==> src/rtl/intc_seq_pkg.sv <==
package intc_seq_pkg;
  localparam int DW    = 8;
  localparam int LINES = 8;
  localparam int LW    = $clog2(LINES);
  localparam int CKW   = 3;

  // word classification bits on address 0
  localparam int BIT_SETUP = 4;
  localparam int BIT_CTRL  = 3;
  // setup word flags
  localparam int BIT_MODEW = 0;
  localparam int BIT_SINGLE = 1;
  // mode word fields
  localparam int BIT_NEST  = 4;
  localparam int BIT_AUTO  = 1;
  // control word fields
  localparam int BIT_POLL  = 2;
  localparam int BIT_RSEN  = 1;
  localparam int BIT_RSV   = 0;
  localparam int BIT_SMEN  = 6;
  localparam int BIT_SMV   = 5;

  typedef enum logic [1:0] {
    ST_IDLE = 2'd0,
    ST_BASE = 2'd1,
    ST_CASC = 2'd2,
    ST_MODE = 2'd3
  } init_st_e;

  typedef enum logic [CKW-1:0] {
    CK_NONE      = 3'd0,
    CK_SETUP     = 3'd1,
    CK_EOI       = 3'd2,
    CK_EOI_ROT   = 3'd3,
    CK_EOI_LINE  = 3'd4,
    CK_SET_PRIO  = 3'd5,
    CK_EOI_LROT  = 3'd6,
    CK_POLL_ACK  = 3'd7
  } cmd_kind_e;
endpackage

==> src/rtl/intc_init_seq.sv <==
module intc_init_seq
  import intc_seq_pkg::*;
(
  input  logic          clk,
  input  logic          rst_n,
  input  logic          setup_wr,
  input  logic          data_wr,
  input  logic [DW-1:0] wdata,
  output logic [DW-1:0] mask_bits,
  output logic [DW-1:0] vec_base,
  output logic          nested_mode,
  output logic          auto_ack
);
  init_st_e      st_q, st_d;
  logic          modew_q, modew_d;
  logic          single_q, single_d;
  logic [DW-1:0] mask_q, mask_d;
  logic [DW-1:0] base_q, base_d;
  logic          nest_q, nest_d;
  logic          auto_q, auto_d;
  logic          upd_en;

  assign upd_en = setup_wr | data_wr;

  always_comb begin
    st_d     = st_q;
    modew_d  = modew_q;
    single_d = single_q;
    mask_d   = mask_q;
    base_d   = base_q;
    nest_d   = nest_q;
    auto_d   = auto_q;
    if (setup_wr) begin
      st_d     = ST_BASE;
      modew_d  = wdata[BIT_MODEW];
      single_d = wdata[BIT_SINGLE];
      mask_d   = '0;
      base_d   = '0;
      nest_d   = 1'b0;
      auto_d   = 1'b0;
    end else if (data_wr) begin
      unique case (st_q)
        ST_IDLE: mask_d = wdata;
        ST_BASE: begin
          base_d = {wdata[DW-1:LW], {LW{1'b0}}};
          if (single_q) st_d = modew_q ? ST_MODE : ST_IDLE;
          else          st_d = ST_CASC;
        end
        ST_CASC: st_d = modew_q ? ST_MODE : ST_IDLE;
        ST_MODE: begin
          nest_d = wdata[BIT_NEST];
          auto_d = wdata[BIT_AUTO];
          st_d   = ST_IDLE;
        end
        default: st_d = ST_IDLE;
      endcase
    end
  end

  always_ff @(posedge clk or negedge rst_n) begin
    if (!rst_n) begin
      st_q     <= ST_IDLE;
      modew_q  <= 1'b0;
      single_q <= 1'b0;
      mask_q   <= '0;
      base_q   <= '0;
      nest_q   <= 1'b0;
      auto_q   <= 1'b0;
    end else if (upd_en) begin
      st_q     <= st_d;
      modew_q  <= modew_d;
      single_q <= single_d;
      mask_q   <= mask_d;
      base_q   <= base_d;
      nest_q   <= nest_d;
      auto_q   <= auto_d;
    end
  end

  assign mask_bits   = mask_q;
  assign vec_base    = base_q;
  assign nested_mode = nest_q;
  assign auto_ack    = auto_q;
endmodule

==> src/rtl/intc_cmd_dec.sv <==
module intc_cmd_dec
  import intc_seq_pkg::*;
(
  input  logic           clk,
  input  logic           rst_n,
  input  logic           setup_wr,
  input  logic           op_wr,
  input  logic           read_fire,
  input  logic [DW-1:0]  wdata,
  input  logic           ack_req,
  input  logic [LW-1:0]  ack_line,
  output logic           poll_pend,
  output logic           rd_sel,
  output logic           spec_mask,
  output logic           rot_on_auto,
  output logic [CKW-1:0] cmd_kind,
  output logic [LW-1:0]  cmd_line
);
  logic      poll_q, poll_d;
  logic      rsel_q, rsel_d;
  logic      smask_q, smask_d;
  logic      rot_q, rot_d;
  cmd_kind_e ck_q, ck_d;
  logic [LW-1:0] ln_q, ln_d;
  logic      ctrl_wr, code_wr, mode_en;

  assign ctrl_wr = op_wr &  wdata[BIT_CTRL];
  assign code_wr = op_wr & ~wdata[BIT_CTRL];
  assign mode_en = setup_wr | op_wr | read_fire;

  always_comb begin
    poll_d  = poll_q;
    rsel_d  = rsel_q;
    smask_d = smask_q;
    rot_d   = rot_q;
    ck_d    = CK_NONE;
    ln_d    = '0;
    if (setup_wr) begin
      poll_d  = 1'b0;
      rsel_d  = 1'b0;
      smask_d = 1'b0;
      rot_d   = 1'b0;
      ck_d    = CK_SETUP;
    end else if (ctrl_wr) begin
      if (wdata[BIT_POLL]) poll_d  = 1'b1;
      if (wdata[BIT_RSEN]) rsel_d  = wdata[BIT_RSV];
      if (wdata[BIT_SMEN]) smask_d = wdata[BIT_SMV];
    end else if (code_wr) begin
      ln_d = wdata[LW-1:0];
      unique case (wdata[DW-1:DW-3])
        3'd0, 3'd4: rot_d = wdata[DW-1];
        3'd1:       ck_d  = CK_EOI;
        3'd5:       ck_d  = CK_EOI_ROT;
        3'd3:       ck_d  = CK_EOI_LINE;
        3'd6:       ck_d  = CK_SET_PRIO;
        3'd7:       ck_d  = CK_EOI_LROT;
        default:    ck_d  = CK_NONE;
      endcase
    end else if (read_fire) begin
      poll_d = 1'b0;
      if (ack_req) begin
        ck_d = CK_POLL_ACK;
        ln_d = ack_line;
      end
    end
  end

  always_ff @(posedge clk or negedge rst_n) begin
    if (!rst_n) begin
      poll_q  <= 1'b0;
      rsel_q  <= 1'b0;
      smask_q <= 1'b0;
      rot_q   <= 1'b0;
    end else if (mode_en) begin
      poll_q  <= poll_d;
      rsel_q  <= rsel_d;
      smask_q <= smask_d;
      rot_q   <= rot_d;
    end
  end

  always_ff @(posedge clk or negedge rst_n) begin
    if (!rst_n) begin
      ck_q <= CK_NONE;
      ln_q <= '0;
    end else begin
      ck_q <= ck_d;
      ln_q <= ln_d;
    end
  end

  assign poll_pend   = poll_q;
  assign rd_sel      = rsel_q;
  assign spec_mask   = smask_q;
  assign rot_on_auto = rot_q;
  assign cmd_kind    = ck_q;
  assign cmd_line    = ln_q;
endmodule

==> src/rtl/intc_rd_port.sv <==
module intc_rd_port
  import intc_seq_pkg::*;
(
  input  logic          clk,
  input  logic          rst_n,
  input  logic          read_fire,
  input  logic          addr,
  input  logic          poll_pend,
  input  logic          rd_sel,
  input  logic [DW-1:0] req_bits,
  input  logic [DW-1:0] svc_bits,
  input  logic [DW-1:0] mask_bits,
  input  logic          grant_vld,
  input  logic [LW-1:0] grant_line,
  output logic          ack_req,
  output logic [LW-1:0] ack_line,
  output logic [DW-1:0] rdata
);
  logic [DW-1:0] rd_q, rd_d, poll_byte;

  always_comb begin
    poll_byte = '0;
    if (grant_vld) begin
      poll_byte[DW-1]   = 1'b1;
      poll_byte[LW-1:0] = grant_line;
    end
  end

  always_comb begin
    if (poll_pend)     rd_d = poll_byte;
    else if (addr)     rd_d = mask_bits;
    else if (rd_sel)   rd_d = svc_bits;
    else               rd_d = req_bits;
  end

  always_ff @(posedge clk or negedge rst_n) begin
    if (!rst_n)         rd_q <= '0;
    else if (read_fire) rd_q <= rd_d;
  end

  assign ack_req  = read_fire & poll_pend & grant_vld;
  assign ack_line = grant_line;
  assign rdata    = rd_q;
endmodule

==> src/rtl/intc_prog_seq.sv <==
module intc_prog_seq
  import intc_seq_pkg::*;
(
  input  logic           clk,
  input  logic           rst_n,
  input  logic           wr_en,
  input  logic           rd_en,
  input  logic           addr,
  input  logic [DW-1:0]  wdata,
  output logic [DW-1:0]  rdata,
  input  logic [DW-1:0]  req_bits,
  input  logic [DW-1:0]  svc_bits,
  input  logic           grant_vld,
  input  logic [LW-1:0]  grant_line,
  output logic [DW-1:0]  mask_bits,
  output logic [DW-1:0]  vec_base,
  output logic           nested_mode,
  output logic           auto_ack,
  output logic           rot_on_auto,
  output logic           spec_mask,
  output logic [CKW-1:0] cmd_kind,
  output logic [LW-1:0]  cmd_line
);
  logic setup_wr, op_wr, data_wr, read_fire;
  logic poll_pend, rd_sel, ack_req;
  logic [LW-1:0] ack_line;

  assign setup_wr  = wr_en & ~addr &  wdata[BIT_SETUP];
  assign op_wr     = wr_en & ~addr & ~wdata[BIT_SETUP];
  assign data_wr   = wr_en &  addr;
  assign read_fire = rd_en & ~wr_en;

  intc_init_seq u_init (
    .clk        (clk),
    .rst_n      (rst_n),
    .setup_wr   (setup_wr),
    .data_wr    (data_wr),
    .wdata      (wdata),
    .mask_bits  (mask_bits),
    .vec_base   (vec_base),
    .nested_mode(nested_mode),
    .auto_ack   (auto_ack)
  );

  intc_cmd_dec u_dec (
    .clk        (clk),
    .rst_n      (rst_n),
    .setup_wr   (setup_wr),
    .op_wr      (op_wr),
    .read_fire  (read_fire),
    .wdata      (wdata),
    .ack_req    (ack_req),
    .ack_line   (ack_line),
    .poll_pend  (poll_pend),
    .rd_sel     (rd_sel),
    .spec_mask  (spec_mask),
    .rot_on_auto(rot_on_auto),
    .cmd_kind   (cmd_kind),
    .cmd_line   (cmd_line)
  );

  intc_rd_port u_rd (
    .clk       (clk),
    .rst_n     (rst_n),
    .read_fire (read_fire),
    .addr      (addr),
    .poll_pend (poll_pend),
    .rd_sel    (rd_sel),
    .req_bits  (req_bits),
    .svc_bits  (svc_bits),
    .mask_bits (mask_bits),
    .grant_vld (grant_vld),
    .grant_line(grant_line),
    .ack_req   (ack_req),
    .ack_line  (ack_line),
    .rdata     (rdata)
  );
endmodule

==> config.mk <==
export PLATFORM = sky130hd
export DESIGN_NAME = intc_prog_seq
export DESIGN_NICKNAME = d
export VERILOG_FILES = /design/src/rtl/intc_seq_pkg.sv /design/src/rtl/intc_init_seq.sv /design/src/rtl/intc_cmd_dec.sv /design/src/rtl/intc_rd_port.sv /design/src/rtl/intc_prog_seq.sv
export SDC_FILE = /design/constraint.sdc
export NUM_CORES = 1
export LEC_CHECK = 0
export ABC_AREA = 0
export BUFFER_PORTS_ARGS = -buffer_cell sky130_fd_sc_hd__buf_4
export CAP_MARGIN = 0
export CORE_AREA = 5 5 69 71
export CTS_BUF_LIST = sky130_fd_sc_hd__clkbuf_8
export CTS_CLUSTER_DIAMETER = 200
export DETAILED_ROUTE_END_ITERATION = 7
export DIE_AREA = 0 0 74 76
export MAX_ROUTING_LAYER = met4
export PLACE_DENSITY = 0.75
export SYNTH_ARGS = -nofsm -noshare
export SYNTH_HDL_FRONTEND = slang
export SYNTH_SLANG_ARGS = --single-unit
==> constraint.sdc <==
create_clock -name clk -period 3.3 [get_ports clk]
set_clock_uncertainty 0.15 [all_clocks]
set_input_delay 0.165 -clock clk [delete_from_list [all_inputs] [get_ports clk]]
set_output_delay 0.165 -clock clk [all_outputs]
set_load 0.05 [all_outputs]
Word-level counts from Yosys, hierarchy flattened
Index checks and enable logic that the tools add are counted.

word-level totals
  output and inout bits = 34
  input port bits = 33
  flip-flop bits (word level) = 40
  logic and storage cells = 113

cells by class
  equal/unequal tests = 12
  reduce and logical (&&, ||, !) cells = 23
  multiplexer cells = 48
  bitwise logic cells = 16

operators by type and width
  cell                                                   count
  2-to-1 mux 8 bit                                       9
  2-to-1 mux 3 bit                                       11
  2-to-1 mux 1 bit                                       22
  AND reduction 3 bit                                    6
  nonzero test 2 bit                                     9
  one-hot mux 3 bit (5 select lines)                     1
  equality test 3 bit, second input constant             4
  AND 1 bit                                              9
  2-to-1 mux 2 bit                                       4
  AND reduction 4 bit                                    2
  one-hot mux 2 bit (3 select lines)                     1
  equality test 2 bit, second input constant             2
  inverter 1 bit                                         4
  nonzero test 4 bit                                     1
  equality test 3 x 1 -> 1 bit, second input constant    1
  equality test 3 x 2 -> 1 bit, second input constant    1
  logical NOT 3 bit                                      1
  inequality test 3 x 1 -> 1 bit, second input constant  1
  inequality test 3 x 2 -> 1 bit, second input constant  1
  OR 1 bit                                               3
  nonzero test 3 bit                                     1
  equality test 2 x 1 -> 1 bit, second input constant    1
  logical NOT 2 bit                                      1
  inequality test 2 x 1 -> 1 bit, second input constant  1
  other kinds (2)                                        2

Depth between registers and ports, before layout
  word-level depth = 9
  mapped depth = 5
  depth with buffers taken out = 3

Hierarchy
From an unflattened synthesis, not the netlist that was laid out.

unflattened totals
  cells, all modules = 182
  area total of the unflattened synthesis = 1,873.0 um^2

modules (own cells, without submodules)
  module         area an instance (um^2)  sequential area each (um^2)  cells an instance  times used
  intc_init_seq  853.3                    475.5                        82                 1
  intc_rd_port   538.0                    200.2                        57                 1
  intc_cmd_dec   446.7                    250.2                        39                 1
  intc_prog_seq  35.0                     0.0                          4                  1

Worst setup path before layout
Ideal clock, no wire load.

  path type = reg2reg
  start point = register u_init.st_q[1]
  end point = register u_init.mask_q[4] (netlist: u_init.mask_bits[4])
  cell stages (with the launch flop) = 6
  data required time = 3.029 ns
  path buffers = 2
  data arrival time = 1.129 ns
  period minus slack after synthesis = 1.400 ns
  slack = 1.900 ns
  library setup time = 0.121 ns
  cell sequence = dfrtp_1 buf_2 and4bb_2 buf_6 mux2i_1 nor2_1

between the ends
  word-level cells in the longest chain between the ends = 3

ends and longest elaborated chain
  element                               line                 RTL
  start, declared                       intc_init_seq.sv:14  init_st_e st_q, st_d;
  start signal, assigned                intc_init_seq.sv:70  st_q <= st_d;
  logical NOT 2 bit                     intc_init_seq.sv:42  unique case (st_q)
  nonzero test 2 bit (no source line)   -
  AND reduction 3 bit (no source line)  -
  end signal, assigned                  intc_init_seq.sv:73  mask_q <= mask_d;
  end, declared                         intc_init_seq.sv:17  logic [DW-1:0] mask_q, mask_d;

Every way passes these cells.
A chain may end at the register's enable or synchronous reset.

Worst setup path in the final report
  start point = register u_dec.poll_q (netlist: u_dec.poll_pend)
  end point = register u_dec.ln_q[2] (netlist: u_dec.cmd_line[2])

between the ends
  word-level cells in the longest chain between the ends = 7

ends and longest elaborated chain
  element                 line                RTL
  start, declared         intc_cmd_dec.sv:19  logic poll_q, poll_d;
  start signal, assigned  intc_cmd_dec.sv:75  poll_q <= poll_d;
  AND 1 bit (2 in a row)  intc_rd_port.sv:41  assign ack_req = read_fire & poll_pend & grant_vld;
  2-to-1 mux 3 bit        intc_cmd_dec.sv:61  if (ack_req) begin
  2-to-1 mux 3 bit        intc_cmd_dec.sv:59  end else if (read_fire) begin
  2-to-1 mux 3 bit        intc_cmd_dec.sv:48  end else if (code_wr) begin
  2-to-1 mux 3 bit        intc_cmd_dec.sv:44  end else if (ctrl_wr) begin
  2-to-1 mux 3 bit        intc_cmd_dec.sv:38  if (setup_wr) begin
  net u_dec.ln_d[2]       intc_cmd_dec.sv:24  logic [LW-1:0] ln_q, ln_d;
  end signal, assigned    intc_cmd_dec.sv:88  ln_q <= ln_d;
  end, declared           intc_cmd_dec.sv:24

The timed path passes the listed nets, and every way through them passes these cells.

==> results.sh <==
export IMPL_synth_compound_area_share_pct=22.4
export IMPL_synthCells=175
export IMPL_drcViolationCount=0
export IMPL_worstPathRequired_ns=3.32
export IMPL_hp_class="in -> reg"
export IMPL_clock_sinks=37
export IMPL_synthesis_area_sq_um=1850
export IMPL_clock_root_buffer="clkbuf_8"
export IMPL_yosysWarningCount=0
export IMPL_die_w_um=74
export IMPL_startpoint="u_dec.poll_pend"
export IMPL_setup_viol=0
export IMPL_routed_via_density=5.38
export IMPL_antenna_left=0
export IMPL_rows=24
export IMPL_crit_path_end_kind="flop"
export IMPL_synth_fa_ha_area_share_pct=0
export IMPL_coreArea_sq_um=4170
export IMPL_drt_wl_total_um=4720
export IMPL_die_y_um=76
export IMPL_rrSetupSlack_ns=1.70
export IMPL_grt_pass1_wl_um=7810
export IMPL_synth_area_mux_share_pct=2.92
export IMPL_path_common_cell="nand2_1"
export IMPL_io_buffers=63
export IMPL_drtPass1Iterations=4
export IMPL_cpPeakStageDelay_ns=0.54
export IMPL_cts_made_buffers=5
export IMPL_drive_gt1_share_pct=32.5
export IMPL_status="finished, final reports clean"
export IMPL_nets=272
export IMPL_grt_setup_unrepaired="no"
export IMPL_synth_top_family_by_area="compound AO/OA/AOI/OAI gates"
export IMPL_synth_xor_area_share_pct=0.475
export IMPL_diodes=0
export IMPL_antenna_found_initial=0
export IMPL_final_core_util_pct=59.6
export IMPL_first_global_vias=1541
export IMPL_path_max_fanout=7
export IMPL_reg2reg_from="u_dec.poll_pend"
export IMPL_yosysMostFrequentCell="dfrtp_1"
export IMPL_htreeDepth=2
export IMPL_synthSimpleGateAreaFrac_pct=17.4
export IMPL_path_class="reg -> reg"
export IMPL_p_seq_share_pct=35.2
export IMPL_avgSynthCellArea_sq_um=10.5
export IMPL_synth_cell_type_count=44
export IMPL_p_per_area_nw_per_um2=792
export IMPL_hold_viol=0
export IMPL_pwr_share_comb_pct=44.4
export IMPL_finalSetupTns_ns=0
export IMPL_slew_violations=0
export IMPL_p_int_mw=1.12
export IMPL_period_minus_slack_ns=1.60
export IMPL_cts_tree="yes"
export IMPL_p_leak_nw=1.20
export IMPL_min_period_over_period_pct=48.4
export IMPL_synthToLayoutAreaGrowth_pct=34.7
export IMPL_post_cts_buffers=0
export IMPL_track_usage_pct=18.4
export IMPL_die_area_sq_um=5620
export IMPL_arrival_ns=1.62
export IMPL_wl_per_cell_um=16.2
export IMPL_gr_total_overflow=0
export IMPL_gp_congestion=0.792
export IMPL_min_delay_start="wdata[1]"
export IMPL_synth_area_leaders="dfrtp_1, o21ai_0, a22o_1"
export IMPL_start_util_pct=44.2
export IMPL_vias=1572
export IMPL_crit_chain="and4b_4 > nand2_1 > nand2_1 > dlygate4sd3_1"
export IMPL_p_switching_mw=0.848
export IMPL_swShare_pct=43.1
export IMPL_ir_drop_mv=0.421
export IMPL_clockBufferDepth=2
export IMPL_cp_slowest_cell="dlygate4sd3_1"
export IMPL_path_clk_slew_ns=0.07
export IMPL_grt_max_degree=38
export IMPL_crit_path_start_kind="flop"
export IMPL_clkPwrFrac_pct=20.4
export IMPL_clk_latency_ns=0.28
export IMPL_ys_async_sr_fraction_pct=100
export IMPL_fmax_mhz=627
export IMPL_synth_ff_type="dfrtp_1"
export IMPL_netlist_top_cell_by_area="dfrtp_1"
export IMPL_power_mw=1.97
export IMPL_fill_cells=372
export IMPL_ys_seq_elements=37
export IMPL_ios=67
export IMPL_place_hpwl_um=3510
export IMPL_yosys_top_cells_count="dfrtp_1, nand2_1, o21ai_0"
export IMPL_maxCapViolCount=0
export IMPL_synth_seq_area_share_pct=50.2
export IMPL_synth_top_cell_area_share_pct=50.2
export IMPL_drt_iter0_drc=88
export IMPL_synth_edff_count=0
[stage by stage]
stage               hold WS, ns  setup slack, ns  instances  instance area, sq um
floorplan                -0.281             1.90        177                  1850
global placement        0.00689             1.81        275                  2280
detailed placement      0.00549             1.77        275                  2280
CTS                     0.00270             1.71        291                  2480
global route             0.0135             1.63        292                  2490
finish                   0.0173             1.70        292                  2490
[power by group through the flow]
stage	Clock [mW]	Combinational (mW)	Sequential [mW]
2_1_floorplan	0	0.241	1.05
3_3_place_gp	0	0.859	0.698
3_5_place_dp	0	0.875	0.702
4_1_cts	0.408	0.883	0.694
5_1_grt	0.427	0.924	0.713
6_report	0.403	0.874	0.693
[critical path: cells and delay by family, from the launching register on]
family	cells	cell delay, ns
buffers and inverters	1	0.54
DFF	1	0.41
and+or+nand+nor	3	0.38
[area by class of cell]
type | count | area, sq um | area share [%]
multi-input cells | 121 | 808 | 32.5
inverters | 2 | 7.51 | 0.302
well taps | 52 | 65.1 | 2.62
clock inverters | 2 | 33.8 | 1.36
clock buffers | 6 | 82.6 | 3.32
repair buffers | 72 | 563 | 22.6
flip-flops and latches | 37 | 926 | 37.2
[timing repair]
action	in CTS	in global routing
hold endpoints to repair	46	1
gates resized for setup	0	0
hold buffers	8	1
[layout by cell type, fill, tap and decap left out, drive strengths merged, types with 2 or more instances in the layout]
| master | netlist | layout |
|---|---|---|
| nor2 | 4 | 4 |
| nand2b | 5 | 5 |
| nor2b | 10 | 10 |
| nand2 | 22 | 22 |
| a41oi | 2 | 2 |
| o211ai | 4 | 4 |
| and4b | 2 | 2 |
| o21ai | 20 | 20 |
| mux2i | 2 | 2 |
| dfrtp | 37 | 37 |
| inv | 2 | 3 |
| conb | 1 | 3 |
| a22oi | 2 | 2 |
| a211oi | 8 | 8 |
| a22o | 11 | 11 |
| clkbuf | 2 | 6 |
| mux2 | 3 | 3 |
| dlygate4sd3 | 0 | 9 |
| buf | 15 | 63 |
| nor3 | 2 | 2 |
| a21oi | 3 | 3 |
| a31oi | 2 | 2 |
[logic make-up after synthesis]
family | after synthesis
compound gates | 60
simple gates | 52
flops | 37
buf+inv | 19
mux | 5
xor+xnor | 1
other cells | 1
[worst paths after layout]
check	depth (start not counted)	end
setup / recovery	4	u_dec.cmd_line[2]
hold / removal	2	u_init.single_q
setup reg to reg	4	u_dec.cmd_line[2]
hold reg to reg	2	u_rd.rdata[5]
max in group asynchronous	2	u_dec.rd_sel
min in group asynchronous	2	u_init.vec_base[6]
[metal layers]
metal  track usage, %  part of all wire (%)  routed length [um]
met1             24.2                    42                1990
met2             28.3                    50                2350
met3             4.62                   6.8                 319
met4             4.89                   1.2                  59
met5                -                     0                   0
[registers in the layout, summed over array words and instances, names as in the netlist]
signal	cells
u_init.mask_bits	8
u_rd.rdata	8
u_init.vec_base	5
u_dec.cmd_kind	3
u_dec.cmd_line	3
u_init.st_q	2
u_dec.poll_pend	1
u_dec.rd_sel	1
u_dec.rot_on_auto	1
u_dec.spec_mask	1
u_init.auto_ack	1
u_init.modew_q	1
u_init.nested_mode	1
u_init.single_q	1
Power figures use the tool's default switching activity.
